## src/rtl/rcs_pkg.sv

```systemverilog
package rcs_pkg;
  typedef enum logic [1:0] {
    PH_INIT  = 2'd0,
    PH_OSCW  = 2'd1,
    PH_OPRST = 2'd2,
    PH_RUN   = 2'd3
  } phase_t;
endpackage

```

## src/rtl/rcs_phase_fsm.sv

```systemverilog
module rcs_phase_fsm
  import rcs_pkg::*;
#(
  parameter int WAIT_BASE = 10,
  parameter int WAIT_STEP = 3,
  parameter int OPRST_CYC = 4
) (
  input  logic       clk,
  input  logic       rst,
  input  logic       init_pin,
  input  logic       init_req,
  input  logic       wsel_wr,
  input  logic [1:0] wsel_din,
  output phase_t     phase,
  output logic [1:0] wsel
);
  localparam int MAX_EXP = WAIT_BASE + 3 * WAIT_STEP;
  localparam int OW      = $clog2(OPRST_CYC + 1);
  localparam int CW      = (MAX_EXP + 1 > OW) ? MAX_EXP + 1 : OW;

  // Last count value for each wait-select code.
  logic [CW-1:0] wait_tab [4];
  logic [CW-1:0] cnt;

  for (genvar g = 0; g < 4; g++) begin : g_wait
    assign wait_tab[g] = CW'((64'd1 << (WAIT_BASE + WAIT_STEP * g)) - 64'd1);
  end

  always_ff @(posedge clk) begin
    if (rst) begin
      phase <= PH_INIT;
      cnt   <= '0;
      wsel  <= '0;
    end else begin
      // The pin forces the shortest wait. An internal reset keeps the code.
      if (init_pin)
        wsel <= '0;
      else if (wsel_wr && phase == PH_RUN)
        wsel <= wsel_din;

      if (init_pin || init_req) begin
        phase <= PH_INIT;
        cnt   <= '0;
      end else begin
        unique case (phase)
          PH_INIT: begin
            phase <= PH_OSCW;
            cnt   <= '0;
          end
          PH_OSCW: begin
            if (cnt == wait_tab[wsel]) begin
              phase <= PH_OPRST;
              cnt   <= '0;
            end else begin
              cnt <= cnt + 1'b1;
            end
          end
          PH_OPRST: begin
            if (cnt == CW'(OPRST_CYC - 1)) begin
              phase <= PH_RUN;
              cnt   <= '0;
            end else begin
              cnt <= cnt + 1'b1;
            end
          end
          PH_RUN: phase <= PH_RUN;
        endcase
      end
    end
  end

  a_r2_pin_clears_sel: assert property (@(posedge clk) disable iff (rst)
    init_pin |=> (wsel == 2'd0));

  a_r7_sel_held_outside_run: assert property (@(posedge clk) disable iff (rst)
    (phase != PH_RUN && !init_pin) |=> $stable(wsel));

  a_r6_run_after_oprst: assert property (@(posedge clk) disable iff (rst)
    (phase == PH_RUN) |-> ($past(phase) == PH_RUN || $past(phase) == PH_OPRST));
endmodule

```

## src/rtl/rcs_pll_lock.sv

```systemverilog
module rcs_pll_lock #(
  parameter int LOCK_EXP = 12,
  parameter int MUL_W    = 4
) (
  input  logic             clk,
  input  logic             rst,
  input  logic             run_ok,
  input  logic             pll_en,
  input  logic             mul_wr,
  input  logic [MUL_W-1:0] mul_din,
  input  logic             src_req,
  output logic             pll_on,
  output logic             pll_ready,
  output logic             lock_irq,
  output logic             src_pll,
  output logic [MUL_W-1:0] mul
);
  localparam int LW = LOCK_EXP + 1;
  localparam logic [LW-1:0] LOCK_LAST = LW'((64'd1 << LOCK_EXP) - 64'd1);

  logic          locking, locking_n, ready_n, irq_n, on_n, mul_chg, restart;
  logic [LW-1:0] lcnt, lcnt_n;

  assign on_n    = run_ok & pll_en;
  assign mul_chg = run_ok & mul_wr & (mul_din != mul);
  assign restart = on_n & (~pll_on | mul_chg);

  always_comb begin
    locking_n = locking;
    lcnt_n    = lcnt;
    ready_n   = pll_ready;
    irq_n     = 1'b0;
    if (!on_n) begin
      locking_n = 1'b0;
      lcnt_n    = '0;
      ready_n   = 1'b0;
    end else if (restart) begin
      // A restart outranks a completion on the same edge.
      locking_n = 1'b1;
      lcnt_n    = '0;
      ready_n   = 1'b0;
    end else if (locking) begin
      if (lcnt == LOCK_LAST) begin
        locking_n = 1'b0;
        ready_n   = 1'b1;
        irq_n     = 1'b1;
      end else begin
        lcnt_n = lcnt + 1'b1;
      end
    end
  end

  always_ff @(posedge clk) begin
    if (rst) begin
      pll_on    <= 1'b0;
      locking   <= 1'b0;
      lcnt      <= '0;
      pll_ready <= 1'b0;
      lock_irq  <= 1'b0;
      src_pll   <= 1'b0;
      mul       <= '0;
    end else begin
      pll_on    <= on_n;
      locking   <= locking_n;
      lcnt      <= lcnt_n;
      pll_ready <= ready_n;
      lock_irq  <= irq_n;
      src_pll   <= src_req & ready_n;
      if (run_ok && mul_wr)
        mul <= mul_din;
    end
  end

  a_r11_src_needs_ready: assert property (@(posedge clk) disable iff (rst)
    src_pll |-> pll_ready);

  a_r9_irq_single: assert property (@(posedge clk) disable iff (rst)
    lock_irq |=> !lock_irq);

  a_r9_irq_on_ready_rise: assert property (@(posedge clk) disable iff (rst)
    lock_irq |-> (pll_ready && !$past(pll_ready)));

  a_r10_newmul_drops_ready: assert property (@(posedge clk) disable iff (rst)
    (mul_chg && pll_on) |=> !pll_ready);
endmodule

```

## src/rtl/rst_clk_seq.sv

```systemverilog
module rst_clk_seq
  import rcs_pkg::*;
#(
  parameter int WAIT_BASE = 10,
  parameter int WAIT_STEP = 3,
  parameter int OPRST_CYC = 4,
  parameter int LOCK_EXP  = 12,
  parameter int MUL_W     = 4
) (
  input  logic             clk,
  input  logic             rst,
  input  logic             init_pin,
  input  logic             init_req,
  input  logic             wsel_wr,
  input  logic [1:0]       wsel_din,
  input  logic             pll_en,
  input  logic             mul_wr,
  input  logic [MUL_W-1:0] mul_din,
  input  logic             src_req,
  output logic             init_rst,
  output logic             osc_wait,
  output logic             op_rst,
  output logic             running,
  output logic [1:0]       wsel,
  output logic             pll_on,
  output logic             pll_ready,
  output logic             lock_irq,
  output logic             src_pll,
  output logic [MUL_W-1:0] mul
);
  phase_t phase;
  logic   run_ok;

  rcs_phase_fsm #(
    .WAIT_BASE(WAIT_BASE),
    .WAIT_STEP(WAIT_STEP),
    .OPRST_CYC(OPRST_CYC)
  ) u_fsm (
    .clk(clk), .rst(rst), .init_pin(init_pin), .init_req(init_req),
    .wsel_wr(wsel_wr), .wsel_din(wsel_din), .phase(phase), .wsel(wsel)
  );

  // The PLL drops on the same edge that a settings reset takes effect.
  assign run_ok = (phase == PH_RUN) & ~init_pin & ~init_req;

  rcs_pll_lock #(
    .LOCK_EXP(LOCK_EXP),
    .MUL_W(MUL_W)
  ) u_pll (
    .clk(clk), .rst(rst), .run_ok(run_ok), .pll_en(pll_en),
    .mul_wr(mul_wr), .mul_din(mul_din), .src_req(src_req),
    .pll_on(pll_on), .pll_ready(pll_ready), .lock_irq(lock_irq),
    .src_pll(src_pll), .mul(mul)
  );

  assign init_rst = (phase == PH_INIT);
  assign osc_wait = (phase == PH_OSCW);
  assign op_rst   = (phase == PH_OPRST);
  assign running  = (phase == PH_RUN);

  a_r8_pll_off_unless_run: assert property (@(posedge clk) disable iff (rst)
    !running |-> (!pll_on && !pll_ready && !src_pll));

  a_r3_wait_follows_init: assert property (@(posedge clk) disable iff (rst)
    (osc_wait && !$past(osc_wait)) |-> $past(init_rst));
endmodule

```

## config.mk

```make
export PLATFORM = sky130hd
export DESIGN_NAME = rst_clk_seq
export DESIGN_NICKNAME = d
export VERILOG_FILES = /design/src/rtl/rcs_pkg.sv /design/src/rtl/rcs_phase_fsm.sv /design/src/rtl/rcs_pll_lock.sv /design/src/rtl/rst_clk_seq.sv
export SDC_FILE = /design/constraint.sdc
export NUM_CORES = 1
export LEC_CHECK = 0
export BUFFER_PORTS_ARGS = -buffer_cell sky130_fd_sc_hd__buf_2
export CAP_MARGIN = 20
export CORE_MARGIN = 10
export CORE_UTILIZATION = 57
export DETAILED_ROUTE_END_ITERATION = 12
export PLACE_DENSITY = 0.86
export SYNTH_ARGS = -nofsm -noshare
export SYNTH_HDL_FRONTEND = slang
export SYNTH_SLANG_ARGS = --single-unit
```

## constraint.sdc

```tcl
create_clock -name clk -period 2.7 [get_ports clk]
set_input_delay 0 -clock clk [delete_from_list [all_inputs] [get_ports clk]]
set_output_delay 0 -clock clk [all_outputs]
set_load 0.01 [all_outputs]
```

==> out/qor.csv, run 1 <==
stage;metric;value;unit
hold_path;hold_path.class;in -> reg;
logic_synthesis;yosysTopAreaCell;dfxtp_1;
floorplan;fp-row-count;23;
logic_synthesis;synth_area;2340;µm²
global_route;grt_max_degree;17;
logic_synthesis;yosysSeqAreaShare;0.393;
floorplan;core_area;4000;µm²
critical_path;cp-start-kind;flop;
logic_synthesis;synth-edff-count;0;
sta;grt_setup_unrepaired;false;
drt;wl_met1;2520;µm
cells_and_area;fin_cells;359;
place;dp_slack;0.0932;ns
place;hpwl;3780;µm
drt;vias;2189;
global_route;grt_pass1_wl;10000;µm
critical_path;cp.required;2.91;ns
drt;antenna_left;0;
drt;vias_per_cell;6.10;
sta;holdWs;0.227;ns
critical_path;rr_worst_depth;7;
power;p_leak;1.01;nW
critical_path;path_cells;or4_1 > or4_1 > o211ai_2 > a21oi_4 > buf_12 > a21o_1 > a22o_1;
logic_synthesis;syn_avg_cell_area;8.67;µm²
drt;wl_met3;423;µm
logic_synthesis;syn_inst;270;
clock_network;numCtsBuffers;5;
power;powerDensity;427;nW/µm²
sta;slew_violations;0;
critical_path;end_kind;flop;
power;finalPower;1.17;mW
logic_synthesis;ys.flop_type;dfxtp_1;
sta;setup_viol;0;
logic_synthesis;synth_top_area_frac;0.393;
logic_synthesis;synth_nets;292;
place;post-place-cells;341;
clock_network;post_cts.repair.setup_buffers;0;
cells_and_area;final_util;0.685;
logic_synthesis;ys.warnings.count;0;
drt;highest_layer;met4;
drt;firstDrtPassIters;4;
cells_and_area;diodes;0;
cells_and_area;final_area;2740;µm²
cells_and_area;final_nets;330;
cells_and_area;drive_gt1_frac;0.165;
floorplan;die-height;84.1;µm
floorplan;dieArea;7070;µm²
critical_path;timing.rr.start;u_fsm.cnt[18];
critical_path;rrSetupSlack;0.25;ns
drt;wl_per_cell;16.4;µm
logic_synthesis;synth_cell_types;51;
power;ir_drop;0.000329;V
clock_network;cts_tree;built;
critical_path;path_class;reg -> reg;
global_route;antenna_found_initial;0;
drt;met2_wirelength;2800;µm
cells_and_area;mostFrequentLayoutCell;dfxtp_1;
clock_network;cts-root-buf;clkbuf_8;
clock_network;path_clk_slew;0.10;ns
sta;fin_tns_setup;0;ns
global_route;first_global_vias;2146;
critical_path;r2r-end;u_fsm.cnt[8];
cells_and_area;areaGrowthSynthToFinish;17.0;%
logic_synthesis;synth-seq-cells;46;
floorplan;io_pins;28;
clock_network;clkSinkCount;46;
global_route;grtUsageTotal;0.165;
clock_network;clockBufferDepth;2;
sta;final_hold_viol_count;0;
critical_path;critical_path.startpoint;u_fsm.cnt[18];
global_route;overflow;0;
clock_network;insertion_delay;0.32;ns
sta;tightest_slew;0.678;ns
floorplan;initial_core_util;0.586;
critical_path;critPathCapture;u_fsm.cnt[8];
critical_path;worstPathArrival;2.66;ns
drt;wl;5900;µm
sta;fmax;409;MHz
hold_path;min_from;init_req;
place;place.port_buffers;27;
place;globalplace.congestion;0.898;
place;dpl_cell_area;2530;µm²
run_status;status;completed;
critical_path;critPathMaxFanout;15;
sta;finClkSkew;0.0128;ns
drt;drt-initial-drc-count;244;
critical_path;slowest_stage;or4_1;
sta;fin_ws;0.254;ns
sta;min_period;2.45;ns
clock_network;htree_levels;2;
sta;relSlewSlack;0.542;
floorplan;die_x;84.1;µm
drt;drc;0;
critical_path;max_stage_delay;0.52;ns
sta;fin_crit_sh;0.906;
logic_synthesis;synth.area.top_cells;dfxtp_1 (39%), xnor2_1 (4.9%), nor2_1 (4.3%);
logic_synthesis;synthArstFlopShare;0;
critical_path;cp_common_cell;or4_1;
cells_and_area;layout_common_cells;dfxtp_1 (46), nor2_1 (27), buf_2 (27);
flow_run;maxCapViolCount;0;
==> timing repair <==
item	4_1_cts	5_1_grt
resized for setup	0	2
hold endpoints to repair	8	0
setup endpoints to repair	0	12
hold buffers	10	0
==> how the worst min path moves through the flow <==
stage               endpoint  slack [ns]  depth (start not counted)
6_report       u_fsm.cnt[14]        0.23                          5
4_1_cts        u_fsm.cnt[18]        0.17                          3
3_3_place_gp   u_pll.src_pll        0.21                          2
2_1_floorplan  u_fsm.wsel[0]        0.08                          1
5_1_grt        u_fsm.cnt[18]        0.27                          3
3_5_place_dp   u_pll.src_pll        0.21                          2
==> synthesized netlist by cell type (2+ instances only) <==
master and n:
a211oi_1 3, a21boi_0 2, a21o_1 2, a21oi_1 14, a221o_1 2, a22o_1 4, a31oi_1 9, a41oi_1 3
and2_1 5, and3_1 5, and4_1 2, buf_1 2, buf_6 2, clkbuf_1 7, dfxtp_1 46, ha_1 8
inv_1 5, mux2i_1 7, nand2_1 22, nand3_1 18, nand4_1 9, nor2_1 27, nor3_1 11, nor4_1 3
o21ai_0 5, o41ai_1 2, or2b_1 3, or3_1 5, or4_1 2, xnor2_1 13, xor2_1 2
==> report_power, final <==
group	total [mW]	internal, mW	switching (mW)
sequential	0.680	0.679	0.00155
combinational	0.0456	0.0236	0.0221
clock	0.445	0.185	0.260
==> worst max-delay path: cells and delay by family, from the launching register on <==
kind	cells	cell delay [ns]
AOI/OAI and AO/OA	4	0.77
buffers and inverters	1	0.19
DFF	1	0.38
and+or+nand+nor	2	1.00
==> cells by family (layout without fill, tap and decap cells) <==
group,Yosys count,count (layout),share of synthesized area
DFF,46,46,0.393
adders and majority gates,8,8,0.0427
and+or+nand+nor,120,120,0.267
muxes,7,7,0.0299
AOI/OAI and AO/OA,56,56,0.171
buffers and inverters,18,57,0.0406
xor gates and xnor gates,15,15,0.0561
==> state kept, by name (all words and copies together) (netlist names) <==
signal,flops
u_fsm.cnt,20
u_pll.pll_ready,1
u_fsm.wsel,2
u_pll.src_pll,1
u_pll.lock_irq,1
u_pll.lcnt,13
u_fsm.phase,2
u_pll.locking,1
u_pll.pll_on,1
u_pll.mul,4
==> metal layers <==
metal / track usage / up-vias
met3: 0.0527 / 12
met5: 0 / -
met1: 0.193 / 1031
met2: 0.265 / 86
met4: 0.0837 / 0
li1: - / 1060
==> cell type report <==
class	count	area, µm²
fill	281	1260
timing repair buffer	44	300
clock buffer	5	68.8
sequential	46	921
multi-input combinational	206	1350
tap	50	62.6
inverter	5	18.8
clock inverter	3	23.8
No activity file was read; power rests on OpenSTA's default activity.
==> run 2, diff against run 1 <==
--- a/config.mk
+++ b/config.mk
@@ -5,12 +5,13 @@
 export SDC_FILE = /design/constraint.sdc
 export NUM_CORES = 1
 export LEC_CHECK = 0
+export ABC_AREA = 1
 export BUFFER_PORTS_ARGS = -buffer_cell sky130_fd_sc_hd__buf_2
 export CAP_MARGIN = 20
 export CORE_MARGIN = 10
-export CORE_UTILIZATION = 57
+export CORE_UTILIZATION = 59
 export DETAILED_ROUTE_END_ITERATION = 12
-export PLACE_DENSITY = 0.86
+export PLACE_DENSITY = 0.87
 export SYNTH_ARGS = -nofsm -noshare
 export SYNTH_HDL_FRONTEND = slang
 export SYNTH_SLANG_ARGS = --single-unit
==> run 2 against run 1 <==
Against the previous run: the flow now finishes with violations (negative hold slack); largest power group unchanged; area after synthesis rose by 21%; register-to-register slack got worse by 0.08 ns; first-iteration DRC count fell by 28%; synthesized cell count rose by 57%.
==> out/qor.csv, run 2 <==
stage;metric;value;unit
global_route;grtUsageTotal;0.183;
global_route;grt_pass1_wl;11800;µm
logic_synthesis;yosysSeqAreaShare;0.324;
hold_path;hold_path.class;in -> reg;
floorplan;core_area;4690;µm²
logic_synthesis;ys.flop_type;dfxtp_1;
logic_synthesis;synth.area.top_cells;dfxtp_1 (32%), nand2_1 (15%), nor2_1 (6.9%);
drt;vias_per_cell;5.52;
logic_synthesis;syn_inst;425;
cells_and_area;fillCellCount;377;
sta;min_period;2.53;ns
floorplan;io_pins;28;
logic_synthesis;synth_most_common_cell;nand2_1;
clock_network;clkSinkCount;46;
critical_path;end_kind;flop;
sta;fmax;396;MHz
logic_synthesis;synthTopCellsByCount;nand2_1 (114), nor2_1 (52), dfxtp_1 (46);
place;post-place-cells;500;
clock_network;cts_resized;0;
clock_network;path_clk_slew;0.10;ns
floorplan;die_x;89.4;µm
sta;setup_viol;0;
global_route;antenna_found_initial;0;
global_route;grt_max_degree;23;
flow_run;maxCapViolCount;0;
cells_and_area;fin_cells;520;
critical_path;critPathMaxFanout;22;
place;hpwl;4820;µm
place;place.port_buffers;27;
critical_path;slowest_stage;dlygate4sd3_1;
drt;wl_per_cell;13.7;µm
sta;relSlewSlack;0.432;
clock_network;post_cts.repair.setup_buffers;0;
power;finalPower;1.19;mW
logic_synthesis;yosysTopAreaCell;dfxtp_1;
floorplan;dieArea;8000;µm²
drt;antenna_left;0;
clock_network;cts-root-buf;clkbuf_8;
critical_path;max_stage_delay;0.59;ns
power;powerDensity;370;nW/µm²
critical_path;cp_common_cell;dlygate4sd3_1;
run_status;violations;negative hold slack;
critical_path;cp_num_buf_inv;3;
sta;final_hold_viol_count;1;
drt;vias;2868;
logic_synthesis;synth_area;2840;µm²
cells_and_area;largest_reg_flops;20;
global_route;first_global_vias;2683;
cells_and_area;top_register;u_fsm.cnt;
floorplan;die-height;89.4;µm
critical_path;cp.required;2.91;ns
clock_network;cts.hold.buffers_added;11;
power;ir_drop;0.000306;V
power;p_leak;1.20;nW
critical_path;path_class;reg -> reg;
cells_and_area;multi_input_area;1690;µm²
clock_network;numCtsBuffers;5;
drt;firstDrtPassIters;5;
logic_synthesis;synth-edff-count;0;
sta;holdWs;-0.0109;ns
logic_synthesis;synth_nets;447;
cells_and_area;regArea;921;µm²
critical_path;worstPathArrival;2.74;ns
sta;tightest_slew;0.851;ns
drt;drc;0;
cells_and_area;reg.largest.list;u_fsm.cnt (20), u_pll.lcnt (13), u_pll.mul (4);
global_route;overflow;0;
logic_synthesis;synth_cell_types;35;
cells_and_area;diodes;0;
clock_network;htree_levels;2;
sta;slew_violations;0;
place;globalplace.congestion;0.888;
sta;grt_setup_unrepaired;false;
cells_and_area;final_nets;487;
logic_synthesis;synthArstFlopShare;0;
logic_synthesis;ys.warnings.count;0;
cells_and_area;layout_common_cells;nand2_1 (114), nor2_1 (52), dfxtp_1 (46);
run_status;status;complete, but fails checks;
clock_network;insertion_delay;0.31;ns
logic_synthesis;synth_top_area_frac;0.324;
critical_path;cp_top_family;buffers and inverters;
cells_and_area;drive_gt1_frac;0.197;
cells_and_area;areaGrowthSynthToFinish;13.4;%
sta;fin_crit_sh;0.936;
logic_synthesis;syn_avg_cell_area;6.69;µm²
clock_network;clockBufferDepth;2;
sta;fin_tns_setup;0;ns
critical_path;path_cells;ha_1 > buf_4 > nand2_1 > o21ai_0 > dlygate4sd3_1 > a21oi_1 > dlygate4sd3_1;
drt;drt-initial-drc-count;175;
floorplan;initial_core_util;0.606;
clock_network;cts_tree;built;
logic_synthesis;synth-seq-cells;46;
sta;finClkSkew;0.00834;ns
critical_path;cp-start-kind;flop;
cells_and_area;mostFrequentLayoutCell;nand2_1;
floorplan;fp-row-count;25;
drt;wl;7110;µm
==> run 2: cell types whose count changed after synthesis, sizes merged, moves of 7 or more <==
cell / change
nor2: +37
nand3: +10
nand2: +112
a31oi: -8
inv: +45
xnor2: -9
a21oi: +21
o21ai: +7
mux2i: -7
==> run 2: final cells by class <==
cell class                 count  area share
sequential                    46       0.286
timing repair buffer          40      0.0815
clock buffer                   5      0.0214
multi-input combinational    321       0.523
tap                           54      0.0210
clock inverter                 3     0.00776
inverter                      51      0.0594
==> run 2: path summary, 6_finish.rpt <==
check	from	end	slack [ns]	cells past startpoint
worst max-delay path	u_fsm.phase[0]	u_fsm.wsel[1]	0.17	7
worst min-delay path	init_pin	u_fsm.wsel[0]	-0.01	4
worst max register to register	u_fsm.phase[0]	u_fsm.wsel[1]	0.17	7
worst min register to register	u_pll.lcnt[9]	u_pll.lcnt[9]	0.48	2
==> run 2: per-layer routing <==
layer,GRT usage,wire length [µm],vias up
li1,-,-,1434
met4,0.0910,285,0
met5,0,0,-
met3,0.0410,340,31
met1,0.199,2900,1305
met2,0.326,3580,98
==> run 2: metrics by stage <==
stage / area (µm²) / setup WS (ns) / utilization
finish: 3220 / 0.172 / 0.687
global route: 3220 / 0.0429 / 0.687
CTS: 3210 / 0.273 / 0.685
detailed placement: 3010 / 0.883 / 0.641
global placement: 3010 / 0.968 / 0.641
floorplan: 2840 / 1.10 / -
==> run 2: tightest hold or removal path, delay by kind of cell <==
family          cells  cell delay [ns]
compound gates      2             0.12
simple gates        1             0.06
buf+inv             1             0.09
==> run 2: where the power goes <==
group	leakage (nW)	total (mW)	internal, mW	switching [mW]
registers	0.370	0.680	0.679	0.00136
logic	0.782	0.0681	0.0277	0.0404
clock network	0.0447	0.443	0.187	0.256
==> run 2: cells by family after synthesis <==
logic type               synth area share
AND/OR/NAND/NOR                     0.409
buffers and inverters              0.0827
adder cells (fa/ha/maj)            0.0352
AO/OA/AOI/OAI                       0.121
flip-flops                          0.324
XOR/XNOR                           0.0277
==> run 3, diff against run 2 <==
--- a/config.mk
+++ b/config.mk
@@ -11,7 +11,8 @@
 export CORE_MARGIN = 10
 export CORE_UTILIZATION = 59
 export DETAILED_ROUTE_END_ITERATION = 12
-export PLACE_DENSITY = 0.87
+export PLACE_DENSITY = 0.86
 export SYNTH_ARGS = -nofsm -noshare
 export SYNTH_HDL_FRONTEND = slang
+export SYNTH_HIERARCHICAL = 1
 export SYNTH_SLANG_ARGS = --single-unit
==> run 3 against run 2 <==
Against the previous run: the run now ends clean; area after synthesis is 4.0% higher; cell area is 2.8% higher; sequential share of layout area fell by 0.78 points; largest cell class unchanged.
==> out/qor.csv, run 3 <==
stage;metric;value;unit
critical_path;path_class;reg -> reg;
sta;holdWs;0.0827;ns
cells_and_area;largest_reg_flops;20;
logic_synthesis;syn_avg_cell_area;6.31;µm²
drt;antenna_left;0;
power;p_leak;1.22;nW
place;dpl_cell_area;3100;µm²
place;hpwl;4830;µm
power;sequentialPowerShare;0.570;
place;place.port_buffers;27;
sta;tightest_slew;0.688;ns
critical_path;cp.required;2.91;ns
run_status;status;completed;
sta;fin_crit_sh;0.749;
global_route;antenna_found_initial;0;
clock_network;insertion_delay;0.30;ns
critical_path;end_kind;flop;
flow_run;maxCapViolCount;0;
global_route;first_global_vias;2866;
drt;vias;3027;
logic_synthesis;synth-edff-count;0;
cells_and_area;drive_gt1_frac;0.139;
logic_synthesis;ys.flop_type;dfxtp_1;
drt;wl_per_cell;12.7;µm
logic_synthesis;synth.area.top_cells;dfxtp_1 (31%), nand2_1 (19%), nor2_1 (9.7%);
logic_synthesis;synth_nets;489;
cells_and_area;fillCellCount;391;
clock_network;numCtsBuffers;5;
drt;wl;7240;µm
sta;slew_violations;0;
drt;wl_met1;3350;µm
power;ir_drop;0.000316;V
global_route;grt_max_degree;22;
critical_path;max_stage_delay;0.59;ns
clock_network;clkSinkCount;46;
critical_path;path_cells;ha_1 > buf_4 > nand2_1 > o21ai_0 > dlygate4sd3_1 > nor2_1;
sta;setup_viol;0;
cells_and_area;diodes;0;
sta;grt_setup_unrepaired;false;
floorplan;fp-row-count;25;
logic_synthesis;synth_most_common_cell;nand2_1;
place;globalplace.congestion;0.907;
critical_path;rrSetupSlack;0.68;ns
drt;firstDrtPassIters;5;
logic_synthesis;syn_inst;468;
power;pwr-share-clk;0.373;
sta;min_period;2.02;ns
critical_path;critPathMaxFanout;21;
clock_network;cts-root-buf;clkbuf_8;
logic_synthesis;yosysTopAreaCell;dfxtp_1;
logic_synthesis;synth_area;2960;µm²
cells_and_area;regArea;921;µm²
sta;final_hold_viol_count;0;
drt;drt-initial-drc-count;223;
critical_path;worstPathArrival;2.23;ns
sta;fmax;494;MHz
sta;relSlewSlack;0.540;
power;sw_frac_of_total;0.236;
clock_network;clockBufferDepth;2;
drt;highest_layer;met4;
critical_path;cp_num_buf_inv;2;
cells_and_area;final_area;3310;µm²
power;switchingPower;282;µW
cells_and_area;top_register;u_fsm/cnt;
clock_network;htree_levels;2;
global_route;grt_pass1_wl;12700;µm
floorplan;initial_core_util;0.618;
clock_network;post_cts.repair.setup_buffers;0;
drt;wl_met3;574;µm
floorplan;dieArea;8240;µm²
cells_and_area;layout_common_cells;nand2_1 (147), nor2_1 (76), inv_1 (52);
drt;vias_per_cell;5.29;
cells_and_area;reg.largest.list;u_fsm/cnt (20), u_pll/lcnt (13), u_pll/mul (4);
logic_synthesis;synthTopCellsByCount;nand2_1 (147), nor2_1 (76), inv_1 (52);
clock_network;cts_resized;0;
power;power.internal;913;µW
floorplan;core_area;4790;µm²
sta;finClkSkew;0.00405;ns
logic_synthesis;synth_cell_types;31;
global_route;overflow;0;
cells_and_area;multi_input_area;1760;µm²
logic_synthesis;synth-seq-cells;46;
critical_path;slowest_stage;dlygate4sd3_1;
global_route;grtUsageTotal;0.177;
drt;drc;0;
cells_and_area;final_nets;525;
floorplan;io_pins;28;
drt;met2_wirelength;3230;µm
logic_synthesis;synthArstFlopShare;0;
logic_synthesis;synth_top_area_frac;0.312;
logic_synthesis;ys.warnings.count;6;
critical_path;cp-start-kind;flop;
clock_network;path_clk_slew;0.08;ns
power;powerDensity;361;nW/µm²
logic_synthesis;yosysSeqAreaShare;0.312;
floorplan;die_x;90.8;µm
power;p_comb_frac;0.057;
cells_and_area;mostFrequentLayoutCell;nand2_1;
floorplan;die-height;90.8;µm
clock_network;cts_tree;built;
hold_path;hold_path.class;in -> reg;
cells_and_area;areaGrowthSynthToFinish;12.1;%
critical_path;cp_top_family;buffers and inverters;
sta;fin_tns_setup;0;ns
==> run 3: cell count changes after synthesis, moves of 4 or more <==
| cell | previous run | this run |
|---|---|---|
| dlygate4sd1_1 | 0 | 4 |
| inv_1 | 44 | 52 |
| inv_2 | 6 | 0 |
| nand2_1 | 114 | 147 |
| nand2_2 | 18 | 12 |
| nor2_1 | 52 | 76 |
| nor2_2 | 8 | 4 |
| nor3_1 | 10 | 6 |
==> run 3: logic make-up after synthesis <==
family / after synthesis / share of synthesized area
AOI/OAI and AO/OA: 57 / 0.122
xor gates and xnor gates: 9 / 0.0267
adders and majority gates: 7 / 0.0296
buffers and inverters: 63 / 0.0944
DFF: 46 / 0.312
and+or+nand+nor: 286 / 0.415
==> run 3: final timing paths <==
check / to / from / cells past startpoint
hold / removal: u_fsm/wsel[1] / wsel_wr / 5
hold reg to reg: u_pll/lcnt[12] / u_pll/lcnt[12] / 2
setup / recovery: u_fsm/wsel[1] / u_fsm/phase[0] / 6
setup reg to reg: u_fsm/wsel[1] / u_fsm/phase[0] / 6
==> run 3: cell type report <==
class	count	share of cell area
Timing Repair Buffer	40	0.0793
Multi-Input combinational cell	359	0.530
Sequential cell	46	0.278
Inverter	52	0.0589
Clock buffer	6	0.0249
Tap cell	67	0.0253
Clock inverter	2	0.00378
==> run 3: power by group through the flow <==
stage	Sequential [mW]	Clock (mW)	Combinational, mW
final	0.681	0.446	0.0678
after global routing	0.682	0.486	0.0740
after CTS	0.681	0.454	0.0643
after detailed placement	0.697	0	0.0521
after global placement	0.697	0	0.0506
after floorplan	0.697	0	0.0332
==> run 3: layer usage <==
metal / vias to the layer above / track usage
li1: 1544 / -
met1: 1364 / 0.224
met2: 109 / 0.286
met3: 10 / 0.0490
met4: 0 / 0.0496
met5: - / 0
==> run 3: repair_timing <==
item,4_1_cts,5_1_grt
endpoints found under the setup margin,0,0
hold endpoints to repair,10,0
hold buffers,12,0
==> run 3: tightest hold or removal path, stage by stage <==
cell and delay (ns):
buf_2 0.07, nand2_1 0.08, inv_1 0.08, nor2_1 0.04, nor2_1 0.08
==> run 3: per-stage QoR <==
step | cells | setup WS, ns | power, mW | util
after floorplan | 468 | 1.05 | 0.730 | -
after global placement | 552 | 0.841 | 0.747 | 0.647
after detailed placement | 552 | 0.740 | 0.749 | 0.647
after CTS | 572 | 0.715 | 1.20 | 0.692
after global routing | 572 | 0.507 | 1.24 | 0.692
final | 572 | 0.678 | 1.19 | 0.692
